==> src/rtl/tmr_irq_pkg.sv <==
package tmr_irq_pkg;
  localparam int REG_W    = 8;
  localparam int NUM_CH   = 4;
  localparam int UPD_BIT  = 0;
  localparam int CH_LSB   = 1;
  localparam int TRIG_BIT = 6;

  typedef enum logic [1:0] {
    ADDR_FLAGS = 2'd0,
    ADDR_MASK  = 2'd1,
    ADDR_MISS  = 2'd2
  } reg_addr_e;

  localparam logic [REG_W-1:0] CH_BITS   = REG_W'(((1 << NUM_CH) - 1) << CH_LSB);
  localparam logic [REG_W-1:0] FLAG_IMPL = CH_BITS | REG_W'(1 << UPD_BIT) | REG_W'(1 << TRIG_BIT);
  localparam logic [REG_W-1:0] MISS_IMPL = CH_BITS;
endpackage

==> src/rtl/tmr_trig_edge.sv <==
module tmr_trig_edge (
  input  logic clk,
  input  logic rst_n,
  input  logic trig_i,
  input  logic both_i,
  output logic pulse_o
);
  logic lvl_q;
  logic lvl_d;

  always_comb begin
    lvl_d   = trig_i;
    pulse_o = both_i ? (trig_i ^ lvl_q) : (trig_i & ~lvl_q);
  end

  always_ff @(posedge clk or negedge rst_n) begin
    if (!rst_n) lvl_q <= 1'b0;
    else        lvl_q <= lvl_d;
  end
endmodule

==> src/rtl/tmr_sticky_bits.sv <==
module tmr_sticky_bits #(
  parameter int              W    = 8,
  parameter logic [W-1:0]    IMPL = '1
) (
  input  logic         clk,
  input  logic         rst_n,
  input  logic [W-1:0] set_i,
  input  logic [W-1:0] clr_i,
  output logic [W-1:0] q_o
);
  for (genvar b = 0; b < W; b++) begin : g_bit
    if (IMPL[b]) begin : g_live
      logic q;
      logic d;
      always_comb d = set_i[b] | (q & ~clr_i[b]);
      always_ff @(posedge clk or negedge rst_n) begin
        if (!rst_n) q <= 1'b0;
        else        q <= d;
      end
      assign q_o[b] = q;
    end else begin : g_tie
      assign q_o[b] = 1'b0;
    end
  end
endmodule

==> src/rtl/tmr_irq_flags.sv <==
module tmr_irq_flags
  import tmr_irq_pkg::*;
(
  input  logic              clk,
  input  logic              rst_n,
  input  logic              evt_upd,
  input  logic [NUM_CH-1:0] evt_cc,
  input  logic              trig_in,
  input  logic              gated_mode,
  input  logic [NUM_CH-1:0] cap_mode,
  input  logic [NUM_CH-1:0] cap_rd,
  input  logic              reg_wr,
  input  logic [1:0]        reg_addr,
  input  logic [REG_W-1:0]  reg_wdata,
  output logic [REG_W-1:0]  reg_rdata,
  output logic              irq_o
);
  logic             trig_evt;
  logic [REG_W-1:0] flags_q, miss_q, mask_q, mask_d;
  logic [REG_W-1:0] flag_set, flag_clr, miss_set, miss_clr;
  logic             mask_en;
  logic [NUM_CH-1:0] rd_clr;

  tmr_trig_edge u_trig (
    .clk    (clk),
    .rst_n  (rst_n),
    .trig_i (trig_in),
    .both_i (gated_mode),
    .pulse_o(trig_evt)
  );

  always_comb begin
    rd_clr   = cap_rd & cap_mode;
    flag_set = '0;
    flag_clr = (reg_wr && reg_addr == ADDR_FLAGS) ? reg_wdata : '0;
    miss_set = '0;
    miss_clr = (reg_wr && reg_addr == ADDR_MISS) ? reg_wdata : '0;
    flag_set[UPD_BIT]  = evt_upd;
    flag_set[TRIG_BIT] = trig_evt;
    for (int i = 0; i < NUM_CH; i++) begin
      flag_set[CH_LSB+i] = evt_cc[i];
      flag_clr[CH_LSB+i] = flag_clr[CH_LSB+i] | rd_clr[i];
      miss_set[CH_LSB+i] = evt_cc[i] & flags_q[CH_LSB+i] & ~rd_clr[i];
    end
  end

  tmr_sticky_bits #(.W(REG_W), .IMPL(FLAG_IMPL)) u_flags (
    .clk(clk), .rst_n(rst_n), .set_i(flag_set), .clr_i(flag_clr), .q_o(flags_q)
  );

  tmr_sticky_bits #(.W(REG_W), .IMPL(MISS_IMPL)) u_miss (
    .clk(clk), .rst_n(rst_n), .set_i(miss_set), .clr_i(miss_clr), .q_o(miss_q)
  );

  always_comb begin
    mask_en = reg_wr && (reg_addr == ADDR_MASK);
    mask_d  = reg_wdata & FLAG_IMPL;
  end

  always_ff @(posedge clk or negedge rst_n) begin
    if (!rst_n)       mask_q <= '0;
    else if (mask_en) mask_q <= mask_d;
  end

  always_comb begin
    case (reg_addr)
      ADDR_FLAGS: reg_rdata = flags_q;
      ADDR_MASK:  reg_rdata = mask_q;
      ADDR_MISS:  reg_rdata = miss_q;
      default:    reg_rdata = '0;
    endcase
    irq_o = |(flags_q & mask_q);
  end
endmodule

==> config.mk <==
export PLATFORM = sky130hd
export DESIGN_NAME = tmr_irq_flags
export DESIGN_NICKNAME = d
export VERILOG_FILES = /design/src/rtl/tmr_irq_pkg.sv /design/src/rtl/tmr_trig_edge.sv /design/src/rtl/tmr_sticky_bits.sv /design/src/rtl/tmr_irq_flags.sv
export SDC_FILE = /design/constraint.sdc
export NUM_CORES = 1
export LEC_CHECK = 0
export BUFFER_PORTS_ARGS = -buffer_cell sky130_fd_sc_hd__buf_2
export CORE_UTILIZATION = 52
export CTS_BUF_LIST = sky130_fd_sc_hd__clkbuf_4
export CTS_CLUSTER_DIAMETER = 100
export CTS_CLUSTER_SIZE = 25
export DETAILED_ROUTE_END_ITERATION = 10
export PLACE_DENSITY = 0.82
export SLEW_MARGIN = 20
export SYNTH_ARGS = -nofsm -noshare
export SYNTH_HDL_FRONTEND = slang
export SYNTH_HIERARCHICAL = 1
export SYNTH_SLANG_ARGS = --single-unit
export TNS_END_PERCENT = 50
==> constraint.sdc <==
create_clock -name clk -period 1.1 [get_ports clk]
set_input_delay 0.22 -clock clk [delete_from_list [all_inputs] [get_ports clk]]
set_output_delay 0.22 -clock clk [all_outputs]
set_load 0.05 [all_outputs]
==> impl_metrics.tcl, run 1 <==
set metrics [dict create \
    cp_cell_sequence "a22oi_2 > nand3_4 > buf_6" \
    r2r_setup_slack_ns 0.06 \
    portBuffers 32 \
    seqPwrFrac_pct 42.5 \
    powerDensity_nw_per_um2 1170 \
    diodes 0 \
    syn_avg_cell_area_um2 9.94 \
    relSlewSlack_pct 41.3 \
    syn_area_um2 1080 \
    antenna_found_initial 0 \
    cap_violations 0 \
    area_growth_pct 43.2 \
    tightest_slew_ns 0.878 \
    die_h_um 47.6 \
    cpPeakStageDelay_ns 0.42 \
    routabilityCongestion 0.715 \
    critPathCapture "irq_o" \
    die_x_um 47.6 \
    final_area_um2 1550 \
    rr_worst_depth 5 \
    drt_iter0_markers 7 \
    die_area_um2 2270 \
    synth_warnings 6 \
    place_hpwl_mm 1.98 \
    post_drt_wl_per_cell_um 14.6 \
    insertion_delay_ns 0.30 \
    drive_gt1_share_pct 51.7 \
    synthCells 109 \
    p_leak_uw 0.000707 \
    dpl.cell_count 170 \
    cp-end-kind "primary output" \
    drc 0 \
    nFillCells 134 \
    setup_viol_count_final 7 \
    grt_usage_pct 26.7 \
    skew_ns 0.000409 \
    rsz0062_at_grt "yes" \
    io_pins 37 \
    postPlaceCellArea_um2 1440 \
    clk_pin_slew_ns 0.10 \
    fin_ws_ns -0.364 \
    p_switching_uw 631 \
    first_pass_iters 4 \
    gr-total-overflow 0 \
    core_um2 1960 \
    fin_crit_ns 1.46 \
    grt_pass1_wl_mm 3.90 \
    r2r_end "u_miss/g_bit[2].g_live.q" \
    slew_viol_final 0 \
    nNetsFinal 179 \
    htree_num_levels 1 \
    crit_start "mask_q[2]" \
    hold_class "primary input to flop" \
    start_kind "flop" \
    place_ws_ns -0.317 \
    grt_pass1_vias 866 \
    hold_violations 0 \
    clock_sink_count 17 \
    fmaxAchievable_mhz 683 \
    criticalPathCategory "flop to primary output" \
    timing.final.crit_share_pct 133 \
    vias 893 \
    p_int_uw 1190 \
    stdcell_count 176 \
    ant_nets 0 \
    swShare_pct 34.6 \
    status "complete, but fails checks" \
    core.rowCount 16 \
    wirelength_mm 2.57 \
    reg2reg_from "u_flags/g_bit[2].g_live.q" \
    start_util_pct 55.2 \
    grt_max_degree 18 \
    critPathMaxFanout 2 \
    cp_slowest_cell "dfrtp_1" \
    crit_family "flip-flops" \
    critPathBufInv 1 \
    clk_path_buf_depth 2 \
    cts-root-buf "clkbuf_4" \
    ir_drop_v 0.000955 \
    crit_required_ns 0.88 \
    crit_arrival_ns 1.24 \
    combPwrFrac_pct 37.1 \
    violations "setup timing" \
    pwr-share-clk_pct 20.4 \
    cts_made_buffers 3 \
    critical_path_depth 3 \
    vias_per_cell 5.07 \
    cts_tree "done" \
]
[power by group through the flow]
stage / clock network (uW) / logic (uW) / registers [uW]
after floorplan: 0 / 461 / 771
after global placement: 0 / 585 / 774
after detailed placement: 0 / 611 / 780
after CTS: 390 / 676 / 772
after global routing: 405 / 725 / 783
final: 371 / 676 / 774
[through the flow]
| stage | total power (uW) | hold WS [ns] | utilization, % | TNS (ns) |
|---|---|---|---|---|
| detailed placement | 1390 | 0.163 | 73.3 | -4.62 |
| global placement | 1360 | 0.158 | 73.3 | -3.97 |
| global route | 1910 | 0.0395 | 79.1 | -2.56 |
| CTS | 1840 | 0.0356 | 79.1 | -2.27 |
| finish | 1820 | 0.0454 | 79.1 | -2.20 |
| floorplan | 1230 | -0.0756 | - | -0.393 |
[layout by cell type, fill, tap and decap left out]
master,count
a21o_1,10
a21oi_1,5
a22o_1,4
a22oi_2,3
and2_1,6
and3b_1,1
buf_12,1
buf_2,25
buf_4,16
buf_6,7
clkbuf_4,4
conb_1,6
dfrtp_1,17
dlygate4sd3_1,1
ha_1,1
inv_1,11
mux2_2,6
mux2i_1,2
mux2i_2,6
nand2_1,4
nand3_4,1
nand3b_1,1
nor2_1,3
nor2b_4,1
nor3b_2,1
o2bb2ai_4,6
[sequential cells by signal, indices dropped and copies added (netlist names)]
register / count
mask_q: 6
u_flags/g_bit.g_live.q: 6
u_miss/g_bit.g_live.q: 4
u_trig/lvl_q: 1
[final cells by class]
class                      count  area [um^2]  area share, %
sequential                    17          425           27.4
timing repair buffer          50          354           22.8
tap                           27         33.8           2.18
clock buffer                   4         30.0           1.94
inverter                      11         41.3           2.66
multi-input combinational     67          667           43.0
[worst reg2reg max path: stages, from the launching register on]
cell     delay (ns)
dfrtp_1        0.43
buf_4          0.15
buf_4          0.13
nand2_1        0.05
a21oi_1        0.04
a21o_1         0.15
[worst min path at each step]
stage                   endpoint  slack, ns  startpoint  cells after the start
floorplan              mask_q[0]      -0.08       rst_n                      0
global placement    u_trig/lvl_q       0.16       rst_n                      1
detailed placement     mask_q[6]       0.16       rst_n                      1
CTS                 u_trig/lvl_q       0.04     trig_in                      1
global route        u_trig/lvl_q       0.04     trig_in                      1
finish              u_trig/lvl_q       0.05     trig_in                      1
[routing by layer]
| layer | share of wire (%) | GRT usage, % | up-vias | wire length [um] |
|---|---|---|---|---|
| met4 | 2.7 | 15.0 | 0 | 69 |
| met3 | 4.4 | 6.79 | 9 | 114 |
| met5 | 0 | 0 | - | 0 |
| met1 | 39 | 30.2 | 424 | 1010 |
| li1 | - | - | 432 | - |
| met2 | 53 | 46.0 | 28 | 1370 |
[repair_timing]
item / CTS / global route
pin swaps: 7 / 0
setup endpoints to repair: 7 / 7
buffers inserted: 1 / 0
hold buffers: 1 / 0
gates resized for setup: 20 / 0
cloned: 0 / 0
hold endpoints to repair: 17 / 0
Note: power is estimated with default switching activity, not from simulation.
==> inputs of run 2 (changes only) <==
==> constraint.sdc (replaced) <==
create_clock -name clk -period 1.1 [get_ports clk]
set_input_delay 0.165 -clock clk [delete_from_list [all_inputs] [get_ports clk]]
set_output_delay 0.165 -clock clk [all_outputs]
set_load 0.05 [all_outputs]
==> run 2 against run 1 <==
Compared with the run above: the flow still finishes with violations (setup timing); sequential cell count unchanged; global-route usage fell by 0.48 points; design area down 8.5%; utilization down 6.8 points; register-to-register slack improved by 0.09 ns; non-clock buffer count fell by 2; critical path depth unchanged; clock power is 8.4% lower; largest power group unchanged; worst hold slack improved by 0.0010 ns; sequential share of layout area grew 2.6 points; clock skew is 0.0023 ns higher.
==> impl_metrics.tcl, run 2 (synthesized netlist as in run 1, its figures left out) <==
set metrics [dict create \
    status "complete, but fails checks" \
    violations "setup timing" \
    cp_slowest_cell "dfrtp_1" \
    hold_class "primary input to flop" \
    reg2reg_from "u_trig/lvl_q" \
    ant_nets 0 \
    htree_num_levels 1 \
    hold_violations 0 \
    cts_made_buffers 3 \
    portBuffers 32 \
    r2r_setup_slack_ns 0.15 \
    drc 0 \
    final_area_um2 1420 \
    grt_usage_pct 26.3 \
    fmaxAchievable_mhz 743 \
    place_ws_ns -0.146 \
    cap_violations 0 \
    cts_tree "done" \
    core.rowCount 16 \
    postPlaceCellArea_um2 1280 \
    antenna_found_initial 0 \
    start_util_pct 55.2 \
    skew_ns 0.00267 \
    dpl.cell_count 164 \
    drt_iter0_markers 20 \
    tightest_slew_ns 0.880 \
    cpPeakStageDelay_ns 0.41 \
    layout_commonest_cell "buf_2" \
    die_area_um2 2270 \
    cp_cell_sequence "a22oi_2 > nand3_2 > buf_6" \
    io_pins 37 \
    fin_ws_ns -0.245 \
    diodes 0 \
    wirelength_mm 2.56 \
    place_hpwl_mm 1.78 \
    core_um2 1960 \
    cp-end-kind "primary output" \
    relSlewSlack_pct 41.1 \
    layout_common_cells "buf_2 (25), dfrtp_1 (17), buf_4 (14)" \
    critPathMaxFanout 2 \
    crit_arrival_ns 1.18 \
    pwr-share-clk_pct 19.9 \
    powerDensity_nw_per_um2 1200 \
    p_leak_uw 0.000687 \
    first_pass_iters 4 \
    hold_path_end "u_flags/g_bit[0].g_live.q" \
    hold_ws_ns 0.0464 \
    grt_pass1_wl_mm 3.97 \
    rr_worst_depth 4 \
    seqPwrFrac_pct 44.5 \
    drive_gt1_share_pct 46.3 \
    clock_sink_count 17 \
    setup_viol_count_final 7 \
    crit_required_ns 0.94 \
    post_drt_wl_per_cell_um 14.7 \
    gr-total-overflow 0 \
    die_h_um 47.6 \
    combPwrFrac_pct 35.6 \
    slew_viol_final 0 \
    vias 918 \
    rsz0062_at_grt "yes" \
    vias_per_cell 5.28 \
    p_switching_uw 588 \
    timing.final.crit_share_pct 122 \
    min_from "evt_upd" \
    r2r_end "u_flags/g_bit[6].g_live.q" \
    stdcell_count 174 \
    area_growth_pct 30.9 \
    criticalPathCategory "flop to primary output" \
    nNetsFinal 177 \
    largest_registers "mask_q (6), u_flags/g_bit.g_live.q (6), u_miss/g_bit.g_live.q (4)" \
    die_x_um 47.6 \
    grt_max_degree 18 \
    nFillCells 158 \
    clk_pin_slew_ns 0.10 \
    fin_crit_ns 1.35 \
    grt_pass1_vias 895 \
    p_int_uw 1120 \
    insertion_delay_ns 0.29 \
    clk_path_buf_depth 2 \
    routabilityCongestion 0.746 \
    cts-root-buf "clkbuf_4" \
    start_kind "flop" \
    swShare_pct 34.4 \
    ir_drop_v 0.000981 \
    hold_depth 2 \
]
==> run 2: cell count changes in the layout (fill, tap and decap cells not counted), sizes merged <==
cell | previous run | this run
buf | 49 | 46
dlygate4sd3 | 1 | 2
clkbuf | 4 | 3
clkinv | 0 | 1
==> run 2: worst max path at each step <==
stage | end | start | depth (start not counted)
after floorplan | reg_rdata[1] | u_flags/g_bit[1].g_live.q | 3
after global placement | mask_q[4] | reg_addr[1] | 3
after detailed placement | mask_q[4] | reg_addr[1] | 3
after CTS | irq_o | u_flags/g_bit[0].g_live.q | 3
after global routing | reg_rdata[6] | u_flags/g_bit[6].g_live.q | 3
final | irq_o | mask_q[2] | 3
==> run 2: cell type report <==
class / instances / area (um^2) / area share [%]
Multi-Input combinational cell: 67 / 562 / 39.6
Sequential cell: 17 / 425 / 30.0
Timing Repair Buffer: 48 / 329 / 23.2
Inverter: 11 / 41.3 / 2.91
Tap cell: 27 / 33.8 / 2.38
Clock buffer: 3 / 22.5 / 1.59
Clock inverter: 1 / 5.00 / 0.353
==> run 2: power groups by stage <==
stage          logic, uW  registers (uW)  clock network (uW)
2_1_floorplan        393             752                   0
3_3_place_gp         493             761                   0
4_1_cts              597             756                 347
5_1_grt              654             768                 371
3_5_place_dp         515             763                   0
6_report             609             759                 340
==> run 2: per-stage QoR <==
stage	TNS, ns	util (%)	total power [uW]
global placement	-1.77	65.4	1250
finish	-1.45	72.3	1710
detailed placement	-2.24	65.4	1280
global route	-1.83	72.3	1790
floorplan	-0.289	-	1140
CTS	-1.41	71.9	1700
==> run 2: routing by layer <==
layer | global-route usage (%) | vias to the layer above | wire, um
met3 | 6.42 | 6 | 91
met2 | 46.6 | 28 | 1440
met5 | 0 | - | 0
met1 | 29.1 | 449 | 975
li1 | - | 435 | -
met4 | 13.3 | 0 | 59
==> run 2: critical path, delay by kind of cell (launching register included) <==
kind                   cells  cell delay [ns]
AOI/OAI and AO/OA          1             0.22
DFF                        1             0.41
buffers and inverters      1             0.16
and+or+nand+nor            1             0.10
==> run 2: repair_timing <==
action	in CTS	in global routing
resized for setup	17	0
pin swaps	10	0
setup endpoints to repair	7	7
hold buffers	2	0
setup buffers	3	1
endpoints found under the hold margin	18	0
==> inputs of run 3 (changes only) <==
HOLD_SLACK_MARGIN = 0.08   (was unset)
==> run 3 against run 2 <==
Compared with the run above: the run still ends with setup timing left; die area unchanged; utilization grew 2.6 points; register-to-register slack hardly changed; combinational power rose by 2%.
==> impl_metrics.tcl, run 3 (synthesized netlist as in run 1, its figures left out) <==
set metrics [dict create \
    clk_path_buf_depth 2 \
    place_hpwl_mm 1.78 \
    core.rowCount 16 \
    core_um2 1960 \
    fin_crit_ns 1.35 \
    diodes 0 \
    die_h_um 47.6 \
    clock_sink_count 17 \
    tns_ns -1.48 \
    io_pins 37 \
    status "complete, but fails checks" \
    grt_usage_pct 26.9 \
    start_kind "flop" \
    gr-total-overflow 0 \
    largest_registers "mask_q (6), u_flags/g_bit.g_live.q (6), u_miss/g_bit.g_live.q (4)" \
    critPathMaxFanout 2 \
    cts_made_buffers 3 \
    first_pass_iters 4 \
    vias_per_cell 5.15 \
    r2r_setup_slack_ns 0.15 \
    start_util_pct 55.2 \
    hold_class "primary input to flop" \
    ant_nets 0 \
    grt_pass1_wl_mm 4.08 \
    htree_num_levels 1 \
    fin_ws_ns -0.247 \
    timing.final.crit_share_pct 122 \
    area_growth_pct 35.6 \
    layout_commonest_cell "buf_2" \
    routabilityCongestion 0.746 \
    ir_drop_v 0.000954 \
    crit_arrival_ns 1.18 \
    p_int_uw 1130 \
    skew_ns 0.00181 \
    criticalPathCategory "flop to primary output" \
    drive_gt1_share_pct 44.7 \
    cts-root-buf "clkbuf_4" \
    powerDensity_nw_per_um2 1180 \
    nFillCells 155 \
    crit_required_ns 0.94 \
    post_drt_wl_per_cell_um 15.0 \
    cap_violations 0 \
    drt_iter0_markers 8 \
    wirelength_mm 2.68 \
    portBuffers 32 \
    stdcell_count 179 \
    tightest_slew_ns 0.880 \
    hold_violations 0 \
    relSlewSlack_pct 41.1 \
    insertion_delay_ns 0.29 \
    combPwrFrac_pct 36.0 \
    dpl.cell_count 164 \
    setup_viol_count_final 7 \
    die_x_um 47.6 \
    cts_tree "done" \
    seqPwrFrac_pct 43.9 \
    antenna_found_initial 0 \
    grt_max_degree 18 \
    nNetsFinal 182 \
    p_leak_uw 0.000708 \
    pwr-share-clk_pct 20.1 \
    die_area_um2 2270 \
    rsz0062_at_grt "yes" \
    swShare_pct 34.6 \
    clk_pin_slew_ns 0.10 \
    total_power_uw 1730 \
    violations "setup timing" \
    layout_common_cells "buf_2 (25), dfrtp_1 (17), buf_4 (14)" \
    place_ws_ns -0.146 \
    cp-end-kind "primary output" \
    fmaxAchievable_mhz 743 \
    drc 0 \
    p_switching_uw 599 \
    slew_viol_final 0 \
    grt_pass1_vias 907 \
    vias 922 \
]
[run 3: cell types whose count changed in the layout (fill, tap and decap cells not counted), sizes merged]
cell / delta
dlygate4sd3: +5
[run 3: power groups by stage]
stage	logic (uW)	registers, uW	clock network (uW)
6_report	623	759	348
5_1_grt	670	768	371
4_1_cts	611	756	347
3_5_place_dp	515	763	0
3_3_place_gp	493	761	0
2_1_floorplan	393	752	0
[run 3: routing by layer]
layer	vias up	track usage (%)	wire length, um
met5	-	0	0
met4	0	13.3	56
met3	6	5.66	67
met2	22	47.7	1490
met1	448	30.6	1070
li1	446	-	-
[run 3: path summary, 6_finish.rpt]
check,start,to,depth (start not counted)
setup / recovery,mask_q[2],irq_o,3
hold / removal,reg_wdata[0],mask_q[0],2
setup reg to reg,u_flags/g_bit[4].g_live.q,u_miss/g_bit[4].g_live.q,4
hold reg to reg,u_miss/g_bit[1].g_live.q,u_miss/g_bit[1].g_live.q,1
max in group asynchronous,rst_n,u_trig/lvl_q,2
min in group asynchronous,rst_n,u_flags/g_bit[4].g_live.q,2
[run 3: final cells by class]
class / instances / area [um^2] / share of cell area [%]
Sequential cell: 17 / 425 / 29.0
Inverter: 11 / 41.3 / 2.81
Timing Repair Buffer: 53 / 379 / 25.8
Tap cell: 27 / 33.8 / 2.30
Multi-Input combinational cell: 67 / 562 / 38.2
Clock buffer: 3 / 22.5 / 1.53
Clock inverter: 1 / 5.00 / 0.341
[run 3: worst max-delay path, cell delays in order, from the launching register on]
cell     delay, ns
dfrtp_1       0.41
a22oi_2       0.22
nand3_2       0.10
buf_6         0.16
[run 3: through the flow]
| stage | hold WS [ns] | instance area (um^2) | utilization (%) |
|---|---|---|---|
| after floorplan | -0.131 | 1150 | - |
| after global placement | 0.107 | 1280 | 65.4 |
| after detailed placement | 0.112 | 1280 | 65.4 |
| after CTS | 0.112 | 1460 | 74.5 |
| after global routing | 0.122 | 1470 | 74.9 |
| final | 0.119 | 1470 | 74.9 |
[run 3: repair_timing]
| action | in CTS | in global routing |
|---|---|---|
| hold endpoints to repair | 23 | 0 |
| hold buffers | 7 | 0 |
| pin swaps | 10 | 0 |
| setup buffers | 3 | 1 |
| resized for setup | 17 | 0 |
| endpoints found under the setup margin | 7 | 7 |
